### src/rtl/addr_match_pkg.sv
package addr_match_pkg;
  localparam int SLOTS  = 2;
  localparam int BYTE_W = 8;
  localparam int ADDR_W = 10;

  typedef enum logic [2:0] {
    ST_IDLE, ST_TENWAIT, ST_WRITE, ST_READ, ST_IGNORE
  } matchState_e;

  // control -> datapath strobes
  typedef struct packed {
    logic             loadCand;
    logic             takeSel;
    logic [SLOTS-1:0] selVal;
    logic             gcVal;
    logic             markTen;
    logic             clrTen;
  } dpStrobe_t;

  // datapath -> control compare results and held state
  typedef struct packed {
    logic [SLOTS-1:0] full7;
    logic [SLOTS-1:0] preWr;
    logic [SLOTS-1:0] preRd;
    logic [SLOTS-1:0] lowHit;
    logic [SLOTS-1:0] selReg;
    logic             gcReg;
  } dpView_t;

  function automatic logic [SLOTS-1:0] firstOne(input logic [SLOTS-1:0] v);
    return v & (~v + 1'b1);
  endfunction
endpackage

### src/rtl/addr_match_dp.sv
module addr_match_dp
  import addr_match_pkg::*;
(
  input  logic                         clk,
  input  logic                         rstN,
  input  logic [BYTE_W-1:0]            byteData,
  input  logic                         rptMark,
  input  logic [2*SLOTS-1:0]           slotCtl,
  input  logic [SLOTS-1:0][ADDR_W-1:0] addrTbl,
  input  dpStrobe_t                    stb,
  output dpView_t                      view
);
  localparam logic [4:0] TEN_HDR = 5'b11110;

  logic [SLOTS-1:0] full7, preWr, preRd, lowHit;
  logic [SLOTS-1:0] cand, tenSeen, selReg;
  logic             gcReg;

  for (genvar k = 0; k < SLOTS; k++) begin : g_slot
    logic slotEn, slotTen, hdrOk;
    assign slotEn  = slotCtl[2*k];
    assign slotTen = slotCtl[2*k+1];
    assign hdrOk   = (byteData[7:3] == TEN_HDR) && (byteData[2:1] == addrTbl[k][9:8]);
    assign full7[k]  = slotEn && !slotTen && (byteData[7:1] == addrTbl[k][6:0]);
    assign preWr[k]  = slotEn && slotTen && hdrOk && !byteData[0];
    assign preRd[k]  = slotEn && slotTen && hdrOk && byteData[0] && rptMark && tenSeen[k];
    assign lowHit[k] = cand[k] && (byteData == addrTbl[k][7:0]);
  end

  always_ff @(posedge clk) begin
    if (!rstN) begin
      cand    <= '0;
      tenSeen <= '0;
      selReg  <= '0;
      gcReg   <= 1'b0;
    end else begin
      if (stb.loadCand) cand <= preWr;
      tenSeen <= (stb.clrTen ? '0 : tenSeen) | (stb.markTen ? stb.selVal : '0);
      if (stb.takeSel) begin
        selReg <= stb.selVal;
        gcReg  <= stb.gcVal;
      end
    end
  end

  assign view = '{full7: full7, preWr: preWr, preRd: preRd, lowHit: lowHit,
                  selReg: selReg, gcReg: gcReg};


  ten_grow_chk: assert property (@(posedge clk) disable iff (!rstN)
    ((tenSeen & ~$past(tenSeen)) != '0) |-> $past(stb.markTen));
endmodule

### src/rtl/addr_match_ctl.sv
module addr_match_ctl
  import addr_match_pkg::*;
(
  input  logic              clk,
  input  logic              rstN,
  input  logic              byteValid,
  input  logic [BYTE_W-1:0] byteData,
  input  logic              startMark,
  input  logic              rptMark,
  input  logic              stopIn,
  input  logic              fromLocal,
  input  logic              gcLocalEn,
  input  logic              gcExtEn,
  input  logic [2:0]        rxCtl,
  input  dpView_t           view,
  output dpStrobe_t         stb,
  output logic              respValid,
  output logic              ackOut,
  output logic              addrHit,
  output logic              dataHit,
  output logic [SLOTS-1:0]  tgtSel,
  output logic              gcHit,
  output logic              readDir,
  output logic              firstFlag,
  output logic              rptFlag,
  output logic              stopFlag
);
  matchState_e state, nxt;
  logic ackN, addrN, dataN, gcN, rdN;
  logic [SLOTS-1:0] selN;
  logic gcOk, takeByte;

  assign gcOk     = fromLocal ? gcLocalEn : gcExtEn;
  assign takeByte = byteValid && !stopIn;

  always_comb begin
    stb   = '0;
    nxt   = state;
    ackN  = 1'b0;
    addrN = 1'b0;
    dataN = 1'b0;
    gcN   = 1'b0;
    rdN   = 1'b0;
    selN  = '0;
    if (stopIn) begin
      nxt        = ST_IDLE;
      stb.clrTen = 1'b1;
    end else if (byteValid && startMark) begin
      stb.clrTen = !rptMark;
      if (|view.full7) begin
        selN = firstOne(view.full7);
        ackN = 1'b1; addrN = 1'b1; rdN = byteData[0];
        stb.takeSel = 1'b1; stb.selVal = selN;
        nxt = byteData[0] ? ST_READ : ST_WRITE;
      end else if (|view.preRd) begin
        selN = firstOne(view.preRd);
        ackN = 1'b1; addrN = 1'b1; rdN = 1'b1;
        stb.takeSel = 1'b1; stb.selVal = selN;
        nxt = ST_READ;
      end else if (|view.preWr) begin
        stb.loadCand = 1'b1;
        ackN = 1'b1;
        nxt  = ST_TENWAIT;
      end else if (byteData == '0 && gcOk) begin
        ackN = 1'b1; addrN = 1'b1; gcN = 1'b1;
        stb.takeSel = 1'b1; stb.gcVal = 1'b1;
        nxt = ST_WRITE;
      end else begin
        nxt = ST_IGNORE;
      end
    end else if (byteValid) begin
      unique case (state)
        ST_TENWAIT: begin
          if (|view.lowHit) begin
            selN = firstOne(view.lowHit);
            ackN = 1'b1; addrN = 1'b1;
            stb.takeSel = 1'b1; stb.selVal = selN; stb.markTen = 1'b1;
            nxt = ST_WRITE;
          end else begin
            nxt = ST_IGNORE;
          end
        end
        ST_WRITE: begin
          dataN = 1'b1;
          selN  = view.selReg;
          gcN   = view.gcReg;
          ackN  = view.gcReg ? rxCtl[2] : |(view.selReg & rxCtl[1:0]);
        end
        default: ;
      endcase
    end
  end

  always_ff @(posedge clk) begin
    if (!rstN) begin
      state     <= ST_IDLE;
      respValid <= 1'b0;
      ackOut    <= 1'b0;
      addrHit   <= 1'b0;
      dataHit   <= 1'b0;
      tgtSel    <= '0;
      gcHit     <= 1'b0;
      readDir   <= 1'b0;
      firstFlag <= 1'b0;
      rptFlag   <= 1'b0;
      stopFlag  <= 1'b0;
    end else begin
      state     <= nxt;
      respValid <= takeByte;
      ackOut    <= ackN;
      addrHit   <= addrN;
      dataHit   <= dataN;
      tgtSel    <= selN;
      gcHit     <= gcN;
      readDir   <= rdN;
      firstFlag <= takeByte && startMark;
      rptFlag   <= takeByte && startMark && rptMark;
      stopFlag  <= stopIn;
    end
  end


  resp_after_byte_chk: assert property (@(posedge clk) disable iff (!rstN)
    respValid |-> $past(byteValid));

  stop_quiet_chk: assert property (@(posedge clk) disable iff (!rstN)
    stopFlag |-> !respValid);

  sel_onehot_chk: assert property (@(posedge clk) disable iff (!rstN)
    $onehot0(tgtSel));

  gc_nosel_chk: assert property (@(posedge clk) disable iff (!rstN)
    gcHit |-> (tgtSel == '0));

  data_not_addr_chk: assert property (@(posedge clk) disable iff (!rstN)
    dataHit |-> (!addrHit && !firstFlag));

  idle_noack_chk: assert property (@(posedge clk) disable iff (!rstN)
    (respValid && !firstFlag && !dataHit && !addrHit) |-> !ackOut);
endmodule

### src/rtl/i2c_slave_addr_match.sv
module i2c_slave_addr_match
  import addr_match_pkg::*;
(
  input  logic              clk,
  input  logic              rstN,
  input  logic              byteValid,
  input  logic [BYTE_W-1:0] byteData,
  input  logic              startMark,
  input  logic              rptMark,
  input  logic              stopIn,
  input  logic              fromLocal,
  input  logic [5:0]        decodeCtl,
  input  logic [2:0]        rxCtl,
  input  logic [ADDR_W-1:0] ownAddr1,
  input  logic [ADDR_W-1:0] ownAddr2,
  output logic              respValid,
  output logic              ackOut,
  output logic              addrHit,
  output logic              dataHit,
  output logic [SLOTS-1:0]  tgtSel,
  output logic              gcHit,
  output logic              readDir,
  output logic              firstFlag,
  output logic              rptFlag,
  output logic              stopFlag
);
  dpStrobe_t stb;
  dpView_t   view;
  logic [SLOTS-1:0][ADDR_W-1:0] addrTbl;

  assign addrTbl = {ownAddr2, ownAddr1};

  addr_match_dp u_dp (
    .clk(clk), .rstN(rstN), .byteData(byteData), .rptMark(rptMark),
    .slotCtl(decodeCtl[5:2]), .addrTbl(addrTbl), .stb(stb), .view(view)
  );

  addr_match_ctl u_ctl (
    .clk(clk), .rstN(rstN), .byteValid(byteValid), .byteData(byteData),
    .startMark(startMark), .rptMark(rptMark), .stopIn(stopIn),
    .fromLocal(fromLocal), .gcLocalEn(decodeCtl[0]), .gcExtEn(decodeCtl[1]),
    .rxCtl(rxCtl), .view(view), .stb(stb),
    .respValid(respValid), .ackOut(ackOut), .addrHit(addrHit),
    .dataHit(dataHit), .tgtSel(tgtSel), .gcHit(gcHit), .readDir(readDir),
    .firstFlag(firstFlag), .rptFlag(rptFlag), .stopFlag(stopFlag)
  );
endmodule

### config.mk
export PLATFORM = sky130hd
export DESIGN_NAME = i2c_slave_addr_match
export DESIGN_NICKNAME = d
export VERILOG_FILES = /design/src/rtl/addr_match_pkg.sv /design/src/rtl/addr_match_dp.sv /design/src/rtl/addr_match_ctl.sv /design/src/rtl/i2c_slave_addr_match.sv
export SDC_FILE = /design/constraint.sdc
export NUM_CORES = 1
export LEC_CHECK = 0
export CAP_MARGIN = 0
export CORE_UTILIZATION = 48
export CTS_CLUSTER_DIAMETER = 200
export CTS_CLUSTER_SIZE = 40
export DETAILED_ROUTE_END_ITERATION = 8
export PLACE_DENSITY_LB_ADDON = 0.05
export SYNTH_ARGS = -nofsm -noshare
export SYNTH_HDL_FRONTEND = slang
export SYNTH_HIERARCHICAL = 1
export SYNTH_SLANG_ARGS = --single-unit
### constraint.sdc
create_clock -name clk -period 4.3 [get_ports clk]
set_input_delay 0.645 -clock clk [delete_from_list [all_inputs] [get_ports clk]]
set_output_delay 0.645 -clock clk [all_outputs]
set_load 0.01 [all_outputs]
Yosys cells after proc, flatten, opt, wreduce, memory -nomap -nowiden:

Index checks and enable logic that the tools add are counted.

* output and inout bits: 11
* register bits: 21

* bitwise gates (word level): 11
* equal/unequal tests: 9
* muxes and demuxes: 55
* reduce and logical (&&, ||, !) cells: 42
* add/sub/neg operators: 3

Operators with widths (number)
* $mux W3: 13
* $mux W1: 32
* $logic_and A1 B1 Y1: 25
* $eq A8 B8 Y1: 2
* $eq A7 B7 Y1: 2
* $mux W2: 7
* $reduce_or A2 Y1: 6
* $and A2 B2 Y2: 4
* $logic_not A8 Y1: 1
* $add A2 B1 Y2 const B: 3
* $mux W6: 1
* $not A2 Y2: 3
* $eq A5 B5 Y1 const B: 1
* $logic_not A1 Y1: 5
* $eq A2 B2 Y1: 2
* $pmux W2 S2: 1
* $reduce_bool A2 Y1: 2
* $reduce_or A4 Y1: 1
* $eq A3 B1 Y1 const B: 1
* $eq A3 B2 Y1 const B: 1
* $not A1 Y1: 3
* $reduce_or A3 Y1: 1
* $or A2 B2 Y2: 1
* $pmux W1 S2: 1
* $reduce_and A2 Y1: 1

Logic depth before layout (Yosys ltp):

* depth after elaboration: 15
* depth in mapped cells: 10

Modules after synthesis:

The synthesis kept the hierarchy.

Modules (own cells, without submodules)
* addr_match_dp: area an instance 784.5 sq um, instances 1, sequential area each 140.1 sq um, cells an instance 92
* addr_match_ctl: area an instance 694.4 sq um, instances 1, sequential area each 280.3 sq um, cells an instance 74

Worst setup path after synthesis:

No wires, ideal clock.

* kind: in2reg
* start: in byteData[3]
* end: reg u_dp.gcReg
* path slack: 1624 ps
* data arrival time: 2560 ps
* cell stages on the path: 8
* required time: 4184 ps
* path through: clkbuf_1 xor2_1 nor4_1 nor4_4 o221a_2 nor2_1 mux2i_1 nor2b_1

RTL lines
* start, declared: line i2c_slave_addr_match.sv:7 `input logic [BYTE_W-1:0] byteData,`
* end signal, assigned: line addr_match_dp.sv:41 `gcReg <= stb.gcVal;`
* end, declared: line addr_match_dp.sv:17 `logic gcReg;`

==> impl_metrics.tcl <==
set metrics [dict create \
    yosysUniqueCellTypes 44 \
    num_antenna_cells 0 \
    synthesis.nets 210 \
    ys_ff_latch 21 \
    p_leak_uw 0.000661 \
    placed_cells 243 \
    syn_avg_cell_area_um2 8.91 \
    io_buffers 54 \
    pwr-share-seq_pct 49.4 \
    fin_crit_sh_pct 73.9 \
    combPwrFrac_pct 27.2 \
    netlist_area_um2 1480 \
    status "complete, but fails checks" \
    end_kind "flop" \
    drv_cap 0 \
    place_area_um2 2000 \
    cellPowerDensity_nw_per_um2 197 \
    cts-root-buf "clkbuf_4" \
    start_kind "primary input" \
    synth_area_leaders "dfxtp_1 (28%), xnor2_1 (18%), nor2b_1 (3.4%)" \
    reg2reg_from "u_dp/tenSeen[1]" \
    relSlewSlack_pct 43.3 \
    grt_pass1_wl_um 5920 \
    setup_tns_ns 0 \
    peakVddDrop_uv 266 \
    whs_ns 0.496 \
    min_to "u_dp/cand[1]" \
    ant_nets 0 \
    fp.dieW_um 57.5 \
    post-dp-hpwl_um 3000 \
    rr_endpoint "u_dp/cand[0]" \
    antenna_found_initial 0 \
    hold_path.class "flop to flop" \
    cts.clk_slew.worst_paths_ns 0.10 \
    p_clk_share_pct 23.4 \
    num_rows 19 \
    rrSetupSlack_ns 2.35 \
    hp-start "u_dp/cand[1]" \
    post-route-drc-count 3 \
    cts.repair.resized 0 \
    first_pass_iters 6 \
    cts_buffers 3 \
    intPower_uw 294 \
    required_ns 4.50 \
    gp_congestion 0.870 \
    fillCellCount 228 \
    drtIter0Drc 69 \
    layout_setup_ws_ns 1.12 \
    grt_max_degree 13 \
    synthArstFlopShare_pct 0 \
    htreeDepth 1 \
    die_area_um2 3310 \
    clkSinkCount 21 \
    layout_commonest_cell "clkdlybuf4s50_1" \
    fin_crit_ns 3.18 \
    post_cts_buffers 0 \
    viasPerCell 5.56 \
    finalNetCount 261 \
    synth_top_area_share_pct 28.4 \
    grt_pass1_vias 1330 \
    core_area_um2 2830 \
    finalSetupViolCount 0 \
    yosys_warnings 6 \
    path_max_fanout 7 \
    switching_power_uw 104 \
    drv_slew 0 \
    synth_edf_count 0 \
    grt_overflow_total 0 \
    final_cell_mix "clkdlybuf4s50_1 (54), xnor2_1 (30), dfxtp_1 (21), nand2_1 (10), nor2_1 (10)" \
    die_h_um 57.5 \
    post-route-cell-area_um2 2020 \
    route.vias.total 1373 \
    syn_inst 166 \
    clock_path_buffers 2 \
    stdcell_count 247 \
    switching_share_pct 26.1 \
    ys_seq_area_share_pct 28.4 \
    drive_gt1_share_pct 7.41 \
    tritoncts "built" \
    finalHoldViolations 0 \
    routedWlPerCell_um 14.8 \
    synth_area_leader_cell "dfxtp_1" \
    grt.total_usage_pct 23.3 \
    cp.arrival_ns 3.38 \
    rsz0062_at_grt "false" \
    drt-total-wl_um 3660 \
    worstSkewPairLatency_ns 0.31 \
    place_ws_ns 0.872 \
    rr_worst_depth 7 \
    seqCellArea_um2 420 \
    violations "DRC" \
    clock.fmax_ghz 0.315 \
    worstMarginPinSlew_ns 0.842 \
    multi_input_area_um2 970 \
    synth_flop_cell "dfxtp_1" \
    cts_hold_buf 0 \
    ioPinCount 55 \
    hold_depth 2 \
    skew_ns 0.0132 \
    crit_type "primary input to flop" \
    initial_core_util_pct 52.3 \
    syn_to_final_growth_pct 36.8 \
]
-- how the worst max path moves through the flow --
stage	cells after the start	startpoint	to	slack [ns]
4_1_cts	9	byteData[1]	u_dp/selReg[1]	1.17
3_3_place_gp	10	byteData[1]	u_dp/cand[0]	1.00
2_1_floorplan	8	byteData[3]	u_dp/gcReg	1.62
6_report	9	byteData[1]	u_dp/selReg[1]	1.12
5_1_grt	9	byteData[1]	u_dp/selReg[0]	0.93
3_5_place_dp	9	byteData[1]	u_dp/selReg[1]	0.87
-- cells in the mapped netlist, types with 2 or more instances --
cell / n
inv_1: 5
mux2i_1: 3
nor3b_1: 2
dfxtp_1: 21
o21ai_1: 3
nand3b_1: 6
a22oi_1: 2
nor2b_1: 8
a21oi_1: 4
a22o_1: 4
nand2b_1: 3
nand2_1: 10
nand3_1: 4
o21bai_1: 2
clkbuf_1: 2
xnor2_1: 30
buf_2: 2
nor2_1: 10
nor3_1: 4
xor2_1: 4
buf_6: 4
nand4_1: 6
nor4_1: 5
and2_2: 2
-- routing by layer --
layer | GRT usage (%) | share of wire, % | up-vias
li1 | - | - | 686
met1 | 31.2 | 45 | 628
met2 | 38.0 | 48 | 57
met3 | 5.44 | 7.4 | 2
met4 | 5.23 | 0.25 | 0
met5 | 0 | 0 | -
-- power groups by stage --
stage                     sequential (uW)  combinational (uW)  clock [uW]
after floorplan                       202                53.5           0
after global placement                201                 105           0
after detailed placement              201                 107           0
after CTS                             197                 108        96.9
after global routing                  197                 116         106
final                                 197                 108        93.3
-- critical path, stage by stage --
cell	delay, ns
clkdlybuf4s50_1	0.73
xnor2_1	0.18
nand4_1	0.13
nor4_1	0.66
nor4_4	0.13
o221a_2	0.33
nor2_1	0.27
mux2i_1	0.23
nor2b_1	0.06
-- cell type report --
cell class,count,area share [%]
clock buffer,3,1.11
clock inverter,1,0.247
inverter,5,0.928
multi-input combinational,131,47.9
sequential,21,20.8
tap,31,1.92
timing repair buffer,55,27.1
-- metrics by stage --
step / util (%) / power, uW
2_1_floorplan: - / 255
3_3_place_gp: 70.5 / 306
3_5_place_dp: 70.5 / 308
4_1_cts: 71.5 / 401
5_1_grt: 71.5 / 419
6_report: 71.5 / 398
-- cell families after synthesis --
kind of cell | synth area share (%)
AO/OA/AOI/OAI | 10.7
XOR/XNOR | 20.1
buffers and inverters | 6.01
flip-flops | 28.4
multiplexers | 2.79
AND/OR/NAND/NOR | 31.9
-- flip-flops by register name, summed over array words and instances, names as in the netlist --
register         count
u_ctl/respValid      1
u_ctl/firstFlag      1
u_dp/selReg          2
u_ctl/rptFlag        1
u_ctl/readDir        1
u_dp/cand            2
u_ctl/gcHit          1
u_ctl/dataHit        1
u_ctl/tgtSel         2
u_ctl/stopFlag       1
u_ctl/ackOut         1
u_dp/tenSeen         2
u_ctl/addrHit        1
u_dp/gcReg           1
u_ctl/state          3
Power figures use the tool's default switching activity.
